<file path="src/rtl/wdt_pkg.sv">
package wdt_pkg;

  // Strobes from control to datapath
  typedef struct packed {
    logic loadRst;   // (re)start the reset pulse counter
    logic clrWd;     // clear the timeout counter
  } wdtStrobe_t;

  // Status from datapath to control
  typedef struct packed {
    logic kickEdge;   // a synchronised kick transition this cycle
    logic mrLow;      // synchronised manual reset is low
    logic rstActive;  // system reset currently asserted
    logic ageDone;    // reset has been active for the clear delay
    logic timeoutHit; // timeout counter at its limit
  } wdtStatus_t;

endpackage

</file>
<file path="src/rtl/wdt_sync.sv">
module wdt_sync #(
  parameter int   STAGES  = 2,
  parameter logic RST_VAL = 1'b0
) (
  input  logic clk,
  input  logic rstN,
  input  logic d,
  output logic q
);

  logic [STAGES-1:0] pipe;

  always_ff @(posedge clk or negedge rstN) begin
    if (!rstN) pipe <= {STAGES{RST_VAL}};
    else       pipe <= {pipe[STAGES-2:0], d};
  end

  assign q = pipe[STAGES-1];

endmodule

</file>
<file path="src/rtl/wdt_datapath.sv">
module wdt_datapath
  import wdt_pkg::*;
#(
  parameter int TIMEOUT_CYC = 1600000,
  parameter int RST_CYC     = 200000,
  parameter int CLR_CYC     = 1000,
  parameter int SYNC_STAGES = 2
) (
  input  logic       clk,
  input  logic       rstN,
  input  logic       kickIn,
  input  logic       manRstN,
  input  wdtStrobe_t strobe,
  output wdtStatus_t status
);

  localparam int TO_W  = $clog2(TIMEOUT_CYC + 1);
  localparam int RST_W = $clog2(RST_CYC + 1);
  localparam int CLR_W = $clog2(CLR_CYC + 1);
  localparam logic [TO_W-1:0]  TO_LIMIT  = TO_W'(TIMEOUT_CYC);
  localparam logic [RST_W-1:0] RST_LOAD  = RST_W'(RST_CYC);
  localparam logic [CLR_W-1:0] CLR_LIMIT = CLR_W'(CLR_CYC);

  logic kickSync, kickPrev, mrSyncN;
  logic [TO_W-1:0]  wdCnt;
  logic [RST_W-1:0] rstCnt;
  logic [CLR_W-1:0] rstAge;

  wdt_sync #(.STAGES(SYNC_STAGES), .RST_VAL(1'b0)) i_kickSync (
    .clk(clk), .rstN(rstN), .d(kickIn), .q(kickSync)
  );

  wdt_sync #(.STAGES(SYNC_STAGES), .RST_VAL(1'b1)) i_mrSync (
    .clk(clk), .rstN(rstN), .d(manRstN), .q(mrSyncN)
  );

  // Edge detect on either polarity
  always_ff @(posedge clk or negedge rstN) begin
    if (!rstN) kickPrev <= 1'b0;
    else       kickPrev <= kickSync;
  end

  // Reset pulse counter: power-on starts a full pulse
  always_ff @(posedge clk or negedge rstN) begin
    if (!rstN)                rstCnt <= RST_LOAD;
    else if (strobe.loadRst)  rstCnt <= RST_LOAD;
    else if (rstCnt != '0)    rstCnt <= rstCnt - 1'b1;
  end

  // Cycles since reset assertion, saturating at the clear delay
  always_ff @(posedge clk or negedge rstN) begin
    if (!rstN)                   rstAge <= '0;
    else if (rstCnt == '0)       rstAge <= '0;
    else if (rstAge != CLR_LIMIT) rstAge <= rstAge + 1'b1;
  end

  // Timeout counter
  always_ff @(posedge clk or negedge rstN) begin
    if (!rstN)                  wdCnt <= '0;
    else if (strobe.clrWd)      wdCnt <= '0;
    else if (wdCnt != TO_LIMIT) wdCnt <= wdCnt + 1'b1;
  end

  always_comb begin
    status.kickEdge   = kickSync ^ kickPrev;
    status.mrLow      = ~mrSyncN;
    status.rstActive  = (rstCnt != '0);
    status.ageDone    = (rstAge == CLR_LIMIT);
    status.timeoutHit = (wdCnt == TO_LIMIT);
  end

  assert_load_asserts_rst_R2: assert property (@(posedge clk) disable iff (!rstN)
    strobe.loadRst |=> status.rstActive);

  assert_rst_counts_down_R2: assert property (@(posedge clk) disable iff (!rstN)
    (status.rstActive && !strobe.loadRst) |=> (rstCnt == $past(rstCnt) - 1'b1));

  assert_held_clear_in_rst_R3: assert property (@(posedge clk) disable iff (!rstN)
    status.rstActive |=> (wdCnt == '0));

  assert_edge_clears_R5: assert property (@(posedge clk) disable iff (!rstN)
    status.kickEdge |=> (wdCnt == '0));

endmodule

</file>
<file path="src/rtl/wdt_control.sv">
module wdt_control
  import wdt_pkg::*;
(
  input  logic       clk,
  input  logic       rstN,
  input  logic       loopEn,
  input  logic       supplyHi,
  input  wdtStatus_t status,
  output wdtStrobe_t strobe,
  output logic       sysRstN,
  output logic       wdoN
);

  logic faultQ;

  // Fault latch: set on timeout outside reset, released by a kick
  // or once reset has been active for the clear delay
  always_ff @(posedge clk or negedge rstN) begin
    if (!rstN)                                    faultQ <= 1'b0;
    else if (status.rstActive && status.ageDone)  faultQ <= 1'b0;
    else if (status.kickEdge)                     faultQ <= 1'b0;
    else if (status.timeoutHit && !status.rstActive) faultQ <= 1'b1;
  end

  always_comb begin
    strobe.loadRst = status.mrLow | (loopEn & faultQ);
    strobe.clrWd   = status.rstActive | status.kickEdge;
    sysRstN        = ~status.rstActive;
    wdoN           = (status.rstActive && !supplyHi) ? 1'b0 : ~faultQ;
  end

  assert_fault_after_timeout_R4: assert property (@(posedge clk) disable iff (!rstN)
    $rose(faultQ) |-> $past(status.timeoutHit));

  assert_fault_release_cause_R7: assert property (@(posedge clk) disable iff (!rstN)
    $fell(faultQ) |-> ($past(status.kickEdge) || $past(status.ageDone)));

  assert_loop_fault_resets_R9: assert property (@(posedge clk) disable iff (!rstN)
    (faultQ && loopEn) |=> status.rstActive);

  assert_mr_resets_R2: assert property (@(posedge clk) disable iff (!rstN)
    status.mrLow |=> !sysRstN);

endmodule

</file>
<file path="src/rtl/wdt_supervisor.sv">
module wdt_supervisor
  import wdt_pkg::*;
#(
  parameter int TIMEOUT_CYC = 1600000,
  parameter int RST_CYC     = 200000,
  parameter int CLR_CYC     = 1000,
  parameter int SYNC_STAGES = 2
) (
  input  logic clk,
  input  logic porN,
  input  logic kickIn,
  input  logic manRstN,
  input  logic supplyHi,
  input  logic loopEn,
  output logic sysRstN,
  output logic wdoN
);

  wdtStrobe_t strobe;
  wdtStatus_t status;

  wdt_datapath #(
    .TIMEOUT_CYC(TIMEOUT_CYC), .RST_CYC(RST_CYC),
    .CLR_CYC(CLR_CYC), .SYNC_STAGES(SYNC_STAGES)
  ) i_datapath (
    .clk(clk), .rstN(porN), .kickIn(kickIn), .manRstN(manRstN),
    .strobe(strobe), .status(status)
  );

  wdt_control i_control (
    .clk(clk), .rstN(porN), .loopEn(loopEn), .supplyHi(supplyHi),
    .status(status), .strobe(strobe), .sysRstN(sysRstN), .wdoN(wdoN)
  );

endmodule

</file>
<file path="config.mk">
export PLATFORM = sky130hd
export DESIGN_NAME = wdt_supervisor
export DESIGN_NICKNAME = d
export VERILOG_FILES = /design/src/rtl/wdt_pkg.sv /design/src/rtl/wdt_sync.sv /design/src/rtl/wdt_datapath.sv /design/src/rtl/wdt_control.sv /design/src/rtl/wdt_supervisor.sv
export SDC_FILE = /design/constraint.sdc
export NUM_CORES = 1
export LEC_CHECK = 0
export ABC_CLOCK_PERIOD_IN_PS = 2390
export BUFFER_PORTS_ARGS = -buffer_cell sky130_fd_sc_hd__buf_2
export CORE_ASPECT_RATIO = 0.7
export CORE_MARGIN = 8
export CORE_UTILIZATION = 45
export DETAILED_ROUTE_END_ITERATION = 10
export PLACE_DENSITY = 0.62
export RECOVER_POWER = 50
export SETUP_SLACK_MARGIN = 0.3
export SLEW_MARGIN = 20
export SYNTH_ARGS = -nofsm -noshare
export SYNTH_HDL_FRONTEND = slang
export SYNTH_SLANG_ARGS = --single-unit
</file>
<file path="constraint.sdc">
create_clock -name clk -period 2.39 [get_ports clk]
set_clock_uncertainty 0.05 [all_clocks]
set_input_delay 0.239 -clock clk [delete_from_list [all_inputs] [get_ports clk]]
set_output_delay 0.239 -clock clk [all_outputs]
set_load 0.02 [all_outputs]
</file>
==> results of run 1 <==
-- synthesized netlist by cell type, drive strengths merged, types with 6 or more instances --
cell type / instances
a21oi: 8
buf: 6
dfrtp: 47
dfstp: 8
ha: 6
inv: 10
nand2: 16
nand3: 16
nor2: 45
nor3: 8
nor4: 7
o21ai: 13
or4: 7
xnor2: 18
xor2: 20
-- sequential cells by signal, indices dropped and copies added (netlist names) --
| name | count |
|---|---|
| i_datapath.wdCnt | 21 |
| i_datapath.rstCnt | 18 |
| i_datapath.rstAge | 10 |
| i_datapath.i_kickSync.pipe | 2 |
| i_datapath.i_mrSync.pipe | 2 |
| i_control.faultQ | 1 |
| i_datapath.kickPrev | 1 |
-- critical path: stages (launching register included) --
cell and delay (ns):
sky130_fd_sc_hd__dfrtp_1 0.41, sky130_fd_sc_hd__inv_2 0.09, sky130_fd_sc_hd__ha_4 0.12, sky130_fd_sc_hd__or4b_4 0.44, sky130_fd_sc_hd__or4_4 0.45, sky130_fd_sc_hd__nor2_4 0.19
sky130_fd_sc_hd__nor2_4 0.07, sky130_fd_sc_hd__nor2_4 0.08, sky130_fd_sc_hd__buf_6 0.12
-- per-stage QoR --
| step | hold WS (ns) | TNS, ns | util | std cells | instance area, um2 |
|---|---|---|---|---|---|
| after detailed placement | 0.292 | -1.59 | 0.485 | 363 | 2940 |
| after global routing | 0.318 | -1.64 | 0.557 | 397 | 3380 |
| after CTS | 0.313 | -0.349 | 0.546 | 393 | 3310 |
| final | 0.308 | -0.903 | 0.557 | 397 | 3380 |
| after floorplan | -0.107 | 0 | - | 275 | 2790 |
| after global placement | 0.282 | -0.0208 | 0.485 | 363 | 2940 |
-- area by class of cell --
class | count | area (um2) | share of cell area
Sequential cell | 55 | 1390 | 0.411
Clock inverter | 1 | 7.51 | 0.00222
Clock buffer | 7 | 96.3 | 0.0285
Timing Repair Buffer | 44 | 348 | 0.103
Multi-Input combinational cell | 202 | 1400 | 0.415
Inverter | 10 | 37.5 | 0.0111
Tap cell | 78 | 97.6 | 0.0289
-- what timing repair did --
item	in CTS	in global routing
gates resized for setup	20	11
hold buffers	3	0
buffers inserted	19	4
setup endpoints to repair	50	52
hold endpoints to repair	13	0
pin swaps	11	8
-- how the worst max path moves through the flow --
stage / from / to / slack (ns) / cells past startpoint
2_1_floorplan: i_datapath.rstCnt[0] / wdoN / 0.10 / 8
3_3_place_gp: i_datapath.rstCnt[0] / i_datapath.wdCnt[2] / -0.02 / 7
5_1_grt: i_datapath.rstCnt[0] / wdoN / -0.24 / 8
3_5_place_dp: i_datapath.rstCnt[1] / i_datapath.wdCnt[2] / -0.09 / 7
4_1_cts: i_datapath.rstCnt[1] / wdoN / -0.18 / 8
6_report: i_datapath.rstCnt[0] / wdoN / -0.17 / 8
-- cells by family (layout without fill, tap and decap cells) --
kind of cell,count (synthesis),after routing
simple gates,129,129
fa+ha+maj,6,6
flops,55,55
buf+inv,18,62
xor+xnor,38,38
compound gates,27,27
mux,2,2
-- per-layer routing --
metal  routed length (um)  GRT usage  vias to the layer above
li1                     -          -                     1028
met1                 2900      0.192                      983
met2                 2500      0.203                       21
met3                  154     0.0329                        4
met4                   40     0.0362                        0
met5                    0          0                        -
-- where the power goes --
part	internal [W]	switching, W	total (W)
Sequential	0.000967	0.0000312	0.000998
Clock	0.000264	0.000302	0.000566
Combinational	0.000136	0.000123	0.000259
Total	0.00137	0.000456	0.00182
==> impl_metrics.xml, run 1 <==
<?xml version="1.0" encoding="UTF-8"?>
<metrics>
  <group name="logic_synthesis">
    <metric name="synth.area.mux_share" unit="">0.00726</metric>
    <metric name="synth_largest_type_area_fraction" unit="">0.427</metric>
    <metric name="synth-warning-count" unit="">0</metric>
    <metric name="synthDominantAreaCellType" unit="">sky130_fd_sc_hd__dfrtp_1</metric>
    <metric name="synth-adder-area-share" unit="">0.0272</metric>
    <metric name="ys_ff_latch" unit="">55</metric>
    <metric name="syn_nets" unit="">287</metric>
    <metric name="synth.top_cells.by_area" unit="">sky130_fd_sc_hd__dfrtp_1 43%, sky130_fd_sc_hd__dfstp_2 7.6%, sky130_fd_sc_hd__xor2_1 6.4%, sky130_fd_sc_hd__nor2_1 6.0%, sky130_fd_sc_hd__xnor2_1 5.7%</metric>
    <metric name="synth_seq_area_share" unit="">0.503</metric>
    <metric name="synth_top_family_by_area" unit="">simple AND/OR/NAND/NOR gates</metric>
    <metric name="synth-compound-area-share" unit="">0.0581</metric>
    <metric name="syn_area_per_cell" unit="um2">10.0</metric>
    <metric name="ys_dominant_reg_cell" unit="">sky130_fd_sc_hd__dfrtp_1</metric>
    <metric name="mappedNetlistArea" unit="um2">2760</metric>
    <metric name="syn_inst" unit="">275</metric>
    <metric name="number_of_enable_flip_flop_cells_after_synthesis" unit="">0</metric>
    <metric name="ys_async_sr_fraction" unit="">1.00</metric>
    <metric name="synth.distinct_cells" unit="">45</metric>
    <metric name="synth_xor_area_frac" unit="">0.121</metric>
    <metric name="synth-simple-area-share" unit="">0.246</metric>
  </group>
  <group name="placed_design">
    <metric name="place_congestion" unit="">0.796</metric>
    <metric name="pre_cts_ws" unit="ns">-0.0895</metric>
    <metric name="io_buffers" unit="">7</metric>
    <metric name="dp.final_hpwl" unit="um">3600</metric>
  </group>
  <group name="grt">
    <metric name="grt_first_pass_wirelength" unit="um">9650</metric>
    <metric name="globalRouteOverflowTotal" unit="">0</metric>
    <metric name="pin_count_of_the_biggest_net_entering_global_routing" unit="">39</metric>
    <metric name="first_global_vias" unit="">1999</metric>
    <metric name="grt_util_all_layers" unit="">0.136</metric>
    <metric name="antenna_found_initial" unit="">0</metric>
  </group>
  <group name="finish">
    <metric name="antennaDiodeCount" unit="">0</metric>
    <metric name="number_of_nets_in_the_final_layout" unit="">330</metric>
    <metric name="layout_common_cells" unit="">47 x sky130_fd_sc_hd__dfrtp_1, 42 x sky130_fd_sc_hd__nor2_1, 26 x sky130_fd_sc_hd__buf_4</metric>
    <metric name="post_route_cells_drive_above_1_share" unit="">0.266</metric>
    <metric name="fillerInstances" unit="">537</metric>
    <metric name="commonest_non_fill_non_tap_cell_in_the_layout" unit="">sky130_fd_sc_hd__dfrtp_1</metric>
    <metric name="area_growth" unit="%">22.5</metric>
  </group>
  <group name="timing">
    <metric name="maxClockFrequency" unit="MHz">391</metric>
    <metric name="slew-limit-headroom" unit="">0.396</metric>
    <metric name="final.period_utilization" unit="">1.07</metric>
    <metric name="finalSetupViolations" unit="">9</metric>
    <metric name="finalCriticalPeriod" unit="ns">2.56</metric>
    <metric name="final_hold_viol_count" unit="">0</metric>
    <metric name="grt_setup_unrepaired" unit="">true</metric>
    <metric name="max_slew.worst_pin.slew" unit="ns">0.906</metric>
    <metric name="slew_viol_final" unit="">0</metric>
    <metric name="timing.final.ws_setup" unit="ns">-0.167</metric>
  </group>
  <group name="clock_network">
    <metric name="worst_setup_hold_path_clk_slew" unit="ns">0.10</metric>
    <metric name="numCtsBuffers" unit="">5</metric>
    <metric name="sinks_on_the_clock_net" unit="">55</metric>
    <metric name="cts-root-to-sink-buffers" unit="">2</metric>
    <metric name="clock-root-buffer" unit="">sky130_fd_sc_hd__clkbuf_8</metric>
    <metric name="cts_max_level" unit="">2</metric>
    <metric name="clock_insertion_delay_worst_skew" unit="ns">0.30</metric>
    <metric name="tritoncts" unit="">done</metric>
  </group>
  <group name="drt">
    <metric name="wirelength" unit="um">5600</metric>
    <metric name="via_count" unit="">2036</metric>
    <metric name="route.antenna.remaining_nets" unit="">0</metric>
    <metric name="wire_per_inst" unit="um">14.1</metric>
    <metric name="first_pass_iters" unit="">4</metric>
    <metric name="vias_per_cell" unit="">5.13</metric>
    <metric name="remaining_drc_errors" unit="">0</metric>
    <metric name="detail_route.iter0.violations" unit="">60</metric>
  </group>
  <group name="worst_setup_path">
    <metric name="cp_max_fo" unit="">4</metric>
    <metric name="criticalPathCategory" unit="">reg -&gt; out</metric>
    <metric name="crit_path_start_kind" unit="">flop</metric>
    <metric name="reg2regPathDepth" unit="">17</metric>
    <metric name="timing.critical_path.arrival" unit="ns">2.27</metric>
    <metric name="worstSetupEndpointType" unit="">output port</metric>
    <metric name="worst-r2r-setup-slack" unit="ns">-0.12</metric>
    <metric name="crit-reg2reg-capture" unit="">i_datapath.rstCnt[4]</metric>
    <metric name="reg2reg_from" unit="">i_datapath.rstCnt[1]</metric>
    <metric name="worst-endpoint-required" unit="ns">2.10</metric>
  </group>
  <group name="hold_path">
    <metric name="worst_hold_path.num_cells" unit="">0</metric>
    <metric name="timing.hold.worst.class" unit="">reg -&gt; reg</metric>
    <metric name="worstHoldEndpoint" unit="">i_datapath.i_kickSync.pipe[1]</metric>
    <metric name="hold_start" unit="">i_datapath.i_kickSync.pipe[0]</metric>
  </group>
  <group name="power_and_ir_drop">
    <metric name="ir_worst_vdd" unit="V">0.000256</metric>
    <metric name="p_leak" unit="nW">1.35</metric>
    <metric name="power_density" unit="nW/um2">540</metric>
    <metric name="report.power.total" unit="W">0.00182</metric>
  </group>
  <group name="run_status">
    <metric name="status" unit="">finished with violations</metric>
    <metric name="failed_checks" unit="">negative setup slack</metric>
  </group>
  <group name="floorplan">
    <metric name="ios" unit="">8</metric>
    <metric name="fp.coreArea" unit="um2">6070</metric>
    <metric name="fp.dieW" unit="um">110</metric>
    <metric name="die_outline_area" unit="um2">8930</metric>
    <metric name="die_y" unit="um">81.5</metric>
    <metric name="core.rowCount" unit="">24</metric>
    <metric name="floorplan.initialDensity" unit="">0.454</metric>
  </group>
  <group name="run">
    <metric name="max-cap-violations" unit="">0</metric>
  </group>
</metrics>
No activity file was read; power rests on OpenSTA's default activity.
==> run 2, diff against run 1 <==
CORE_MARGIN = not set   (was 8)
PLACE_DENSITY = 0.75   (was 0.62)
==> impl_metrics.xml, run 2 (synthesized netlist as in run 1, its figures left out) <==
<?xml version="1.0" encoding="UTF-8"?>
<metrics>
  <group name="clock_network">
    <metric name="cts_max_level" unit="">2</metric>
    <metric name="cts-root-to-sink-buffers" unit="">2</metric>
    <metric name="tritoncts" unit="">done</metric>
    <metric name="clock_insertion_delay_worst_skew" unit="ns">0.31</metric>
    <metric name="numCtsBuffers" unit="">5</metric>
    <metric name="clock-root-buffer" unit="">sky130_fd_sc_hd__clkbuf_8</metric>
    <metric name="sinks_on_the_clock_net" unit="">55</metric>
    <metric name="worst_setup_hold_path_clk_slew" unit="ns">0.10</metric>
  </group>
  <group name="finish">
    <metric name="area_growth" unit="%">22.1</metric>
    <metric name="layout_common_cells" unit="">47 x sky130_fd_sc_hd__dfrtp_1, 26 x sky130_fd_sc_hd__nor2_1, 20 x sky130_fd_sc_hd__xor2_1</metric>
    <metric name="post_route_cells_drive_above_1_share" unit="">0.284</metric>
    <metric name="number_of_nets_in_the_final_layout" unit="">317</metric>
    <metric name="fillerInstances" unit="">509</metric>
    <metric name="postLayoutCellArea" unit="um2">3370</metric>
    <metric name="biggest_register" unit="">i_datapath.wdCnt</metric>
    <metric name="multi_input_area" unit="um2">1500</metric>
    <metric name="largest_reg_flops" unit="">21</metric>
    <metric name="instances_no_fill" unit="">381</metric>
    <metric name="regArea" unit="um2">1390</metric>
    <metric name="antennaDiodeCount" unit="">0</metric>
    <metric name="largest_registers" unit="">i_datapath.wdCnt (21), i_datapath.rstCnt (18), i_datapath.rstAge (10)</metric>
    <metric name="commonest_non_fill_non_tap_cell_in_the_layout" unit="">sky130_fd_sc_hd__dfrtp_1</metric>
  </group>
  <group name="grt">
    <metric name="grt_first_pass_wirelength" unit="um">8820</metric>
    <metric name="antenna_found_initial" unit="">0</metric>
    <metric name="grt_util_all_layers" unit="">0.180</metric>
    <metric name="first_global_vias" unit="">1885</metric>
    <metric name="pin_count_of_the_biggest_net_entering_global_routing" unit="">56</metric>
    <metric name="globalRouteOverflowTotal" unit="">0</metric>
  </group>
  <group name="drt">
    <metric name="remaining_drc_errors" unit="">0</metric>
    <metric name="vias_per_cell" unit="">5.38</metric>
    <metric name="wire_per_inst" unit="um">14.6</metric>
    <metric name="route.antenna.remaining_nets" unit="">0</metric>
    <metric name="via_count" unit="">2049</metric>
    <metric name="detail_route.iter0.violations" unit="">103</metric>
    <metric name="first_pass_iters" unit="">4</metric>
    <metric name="wirelength" unit="um">5580</metric>
  </group>
  <group name="power_and_ir_drop">
    <metric name="p_leak" unit="nW">1.28</metric>
    <metric name="power_density" unit="nW/um2">509</metric>
    <metric name="ir_worst_vdd" unit="V">0.000318</metric>
    <metric name="report.power.total" unit="W">0.00171</metric>
  </group>
  <group name="placed_design">
    <metric name="detailed_place.area" unit="um2">2930</metric>
    <metric name="place_congestion" unit="">0.846</metric>
    <metric name="dp.final_hpwl" unit="um">3420</metric>
    <metric name="pre_cts_ws" unit="ns">-0.0132</metric>
    <metric name="number_of_cells_in_the_design_after_placement" unit="">359</metric>
    <metric name="io_buffers" unit="">7</metric>
  </group>
  <group name="run_status">
    <metric name="status" unit="">finished with violations</metric>
    <metric name="failed_checks" unit="">negative setup slack</metric>
  </group>
  <group name="floorplan">
    <metric name="core.rowCount" unit="">23</metric>
    <metric name="die_y" unit="um">67.5</metric>
    <metric name="floorplan.initialDensity" unit="">0.474</metric>
    <metric name="ios" unit="">8</metric>
    <metric name="die_outline_area" unit="um2">6450</metric>
    <metric name="fp.dieW" unit="um">95.5</metric>
    <metric name="fp.coreArea" unit="um2">5810</metric>
  </group>
  <group name="timing">
    <metric name="slew_viol_final" unit="">0</metric>
    <metric name="grt_setup_unrepaired" unit="">true</metric>
    <metric name="final_hold_viol_count" unit="">0</metric>
    <metric name="hold-worst-slack" unit="ns">0.240</metric>
    <metric name="max_slew.worst_pin.slew" unit="ns">1.32</metric>
    <metric name="finalSetupViolations" unit="">4</metric>
    <metric name="finalCriticalPeriod" unit="ns">2.53</metric>
    <metric name="maxClockFrequency" unit="MHz">395</metric>
    <metric name="final.period_utilization" unit="">1.06</metric>
    <metric name="slew-limit-headroom" unit="">0.111</metric>
    <metric name="timing.final.ws_setup" unit="ns">-0.139</metric>
  </group>
  <group name="worst_setup_path">
    <metric name="worstSetupEndpointType" unit="">output port</metric>
    <metric name="timing.critical_path.arrival" unit="ns">2.24</metric>
    <metric name="criticalPathCategory" unit="">reg -&gt; out</metric>
    <metric name="worst-endpoint-required" unit="ns">2.10</metric>
    <metric name="crit_path_start_kind" unit="">flop</metric>
    <metric name="reg2regPathDepth" unit="">8</metric>
    <metric name="cp_max_fo" unit="">4</metric>
  </group>
  <group name="run">
    <metric name="max-cap-violations" unit="">0</metric>
  </group>
  <group name="hold_path">
    <metric name="timing.hold.worst.class" unit="">in -&gt; async</metric>
  </group>
</metrics>
-- run 2: cell types whose count changed in the layout (fill, tap and decap cells not counted), moves of 4 or more --
cell,before,now
sky130_fd_sc_hd__buf_6,8,4
sky130_fd_sc_hd__nor2_2,0,4
sky130_fd_sc_hd__nor2_4,3,15
sky130_fd_sc_hd__buf_4,26,14
sky130_fd_sc_hd__nor2_1,42,26
-- run 2: report_power, final --
part	switching (W)	total [W]	internal, W
Sequential	0.0000303	0.000997	0.000967
Combinational	0.000107	0.000188	0.0000816
Clock	0.000317	0.000528	0.000210
-- run 2: critical path, stage by stage (launching register included) --
cell	delay [ns]
sky130_fd_sc_hd__dfrtp_1	0.43
sky130_fd_sc_hd__or4_4	0.58
sky130_fd_sc_hd__or4_4	0.46
sky130_fd_sc_hd__nor2_4	0.21
sky130_fd_sc_hd__nor2_4	0.05
sky130_fd_sc_hd__nor2_4	0.08
sky130_fd_sc_hd__buf_6	0.12
-- run 2: stage by stage --
step / setup TNS, ns / utilization
floorplan: 0 / -
detailed placement: -0.0313 / 0.504
CTS: -0.263 / 0.543
finish: -0.241 / 0.579
global route: -2.38 / 0.579
global placement: 0 / 0.504
-- run 2: timing repair --
action	CTS	global route
setup endpoints to repair	51	52
gates resized for setup	13	44
setup buffers	8	2
hold buffers	2	0
pin swaps	10	22
hold endpoints to repair	2	0
cloned	0	2
-- run 2: per-layer routing --
metal	GRT usage	routed length, um	part of all wire
met2	0.272	2570	0.46
met5	0	0	0
met1	0.258	2740	0.49
met3	0.0450	215	0.039
met4	0.0504	47	0.0084
-- run 2: final timing paths --
path | start | end | slack, ns
worst max-delay path | i_datapath.rstCnt[5] | wdoN | -0.14
worst min-delay path | porN | i_datapath.rstAge[3] | 0.24
worst max register to register | i_datapath.rstCnt[5] | i_control.faultQ | -0.05
worst min register to register | i_datapath.i_mrSync.pipe[0] | i_datapath.i_mrSync.pipe[1] | 0.31
max in group asynchronous | porN | i_datapath.wdCnt[12] | 1.24
min in group clk | i_datapath.i_mrSync.pipe[0] | i_datapath.i_mrSync.pipe[1] | 0.31
-- run 2: area by class of cell --
| class | count | area share |
|---|---|---|
| clock buffer | 5 | 0.0204 |
| clock inverter | 3 | 0.00743 |
| inverter | 10 | 0.0112 |
| multi-input combinational | 204 | 0.447 |
| sequential | 55 | 0.412 |
| tap | 75 | 0.0279 |
| timing repair buffer | 29 | 0.0743 |
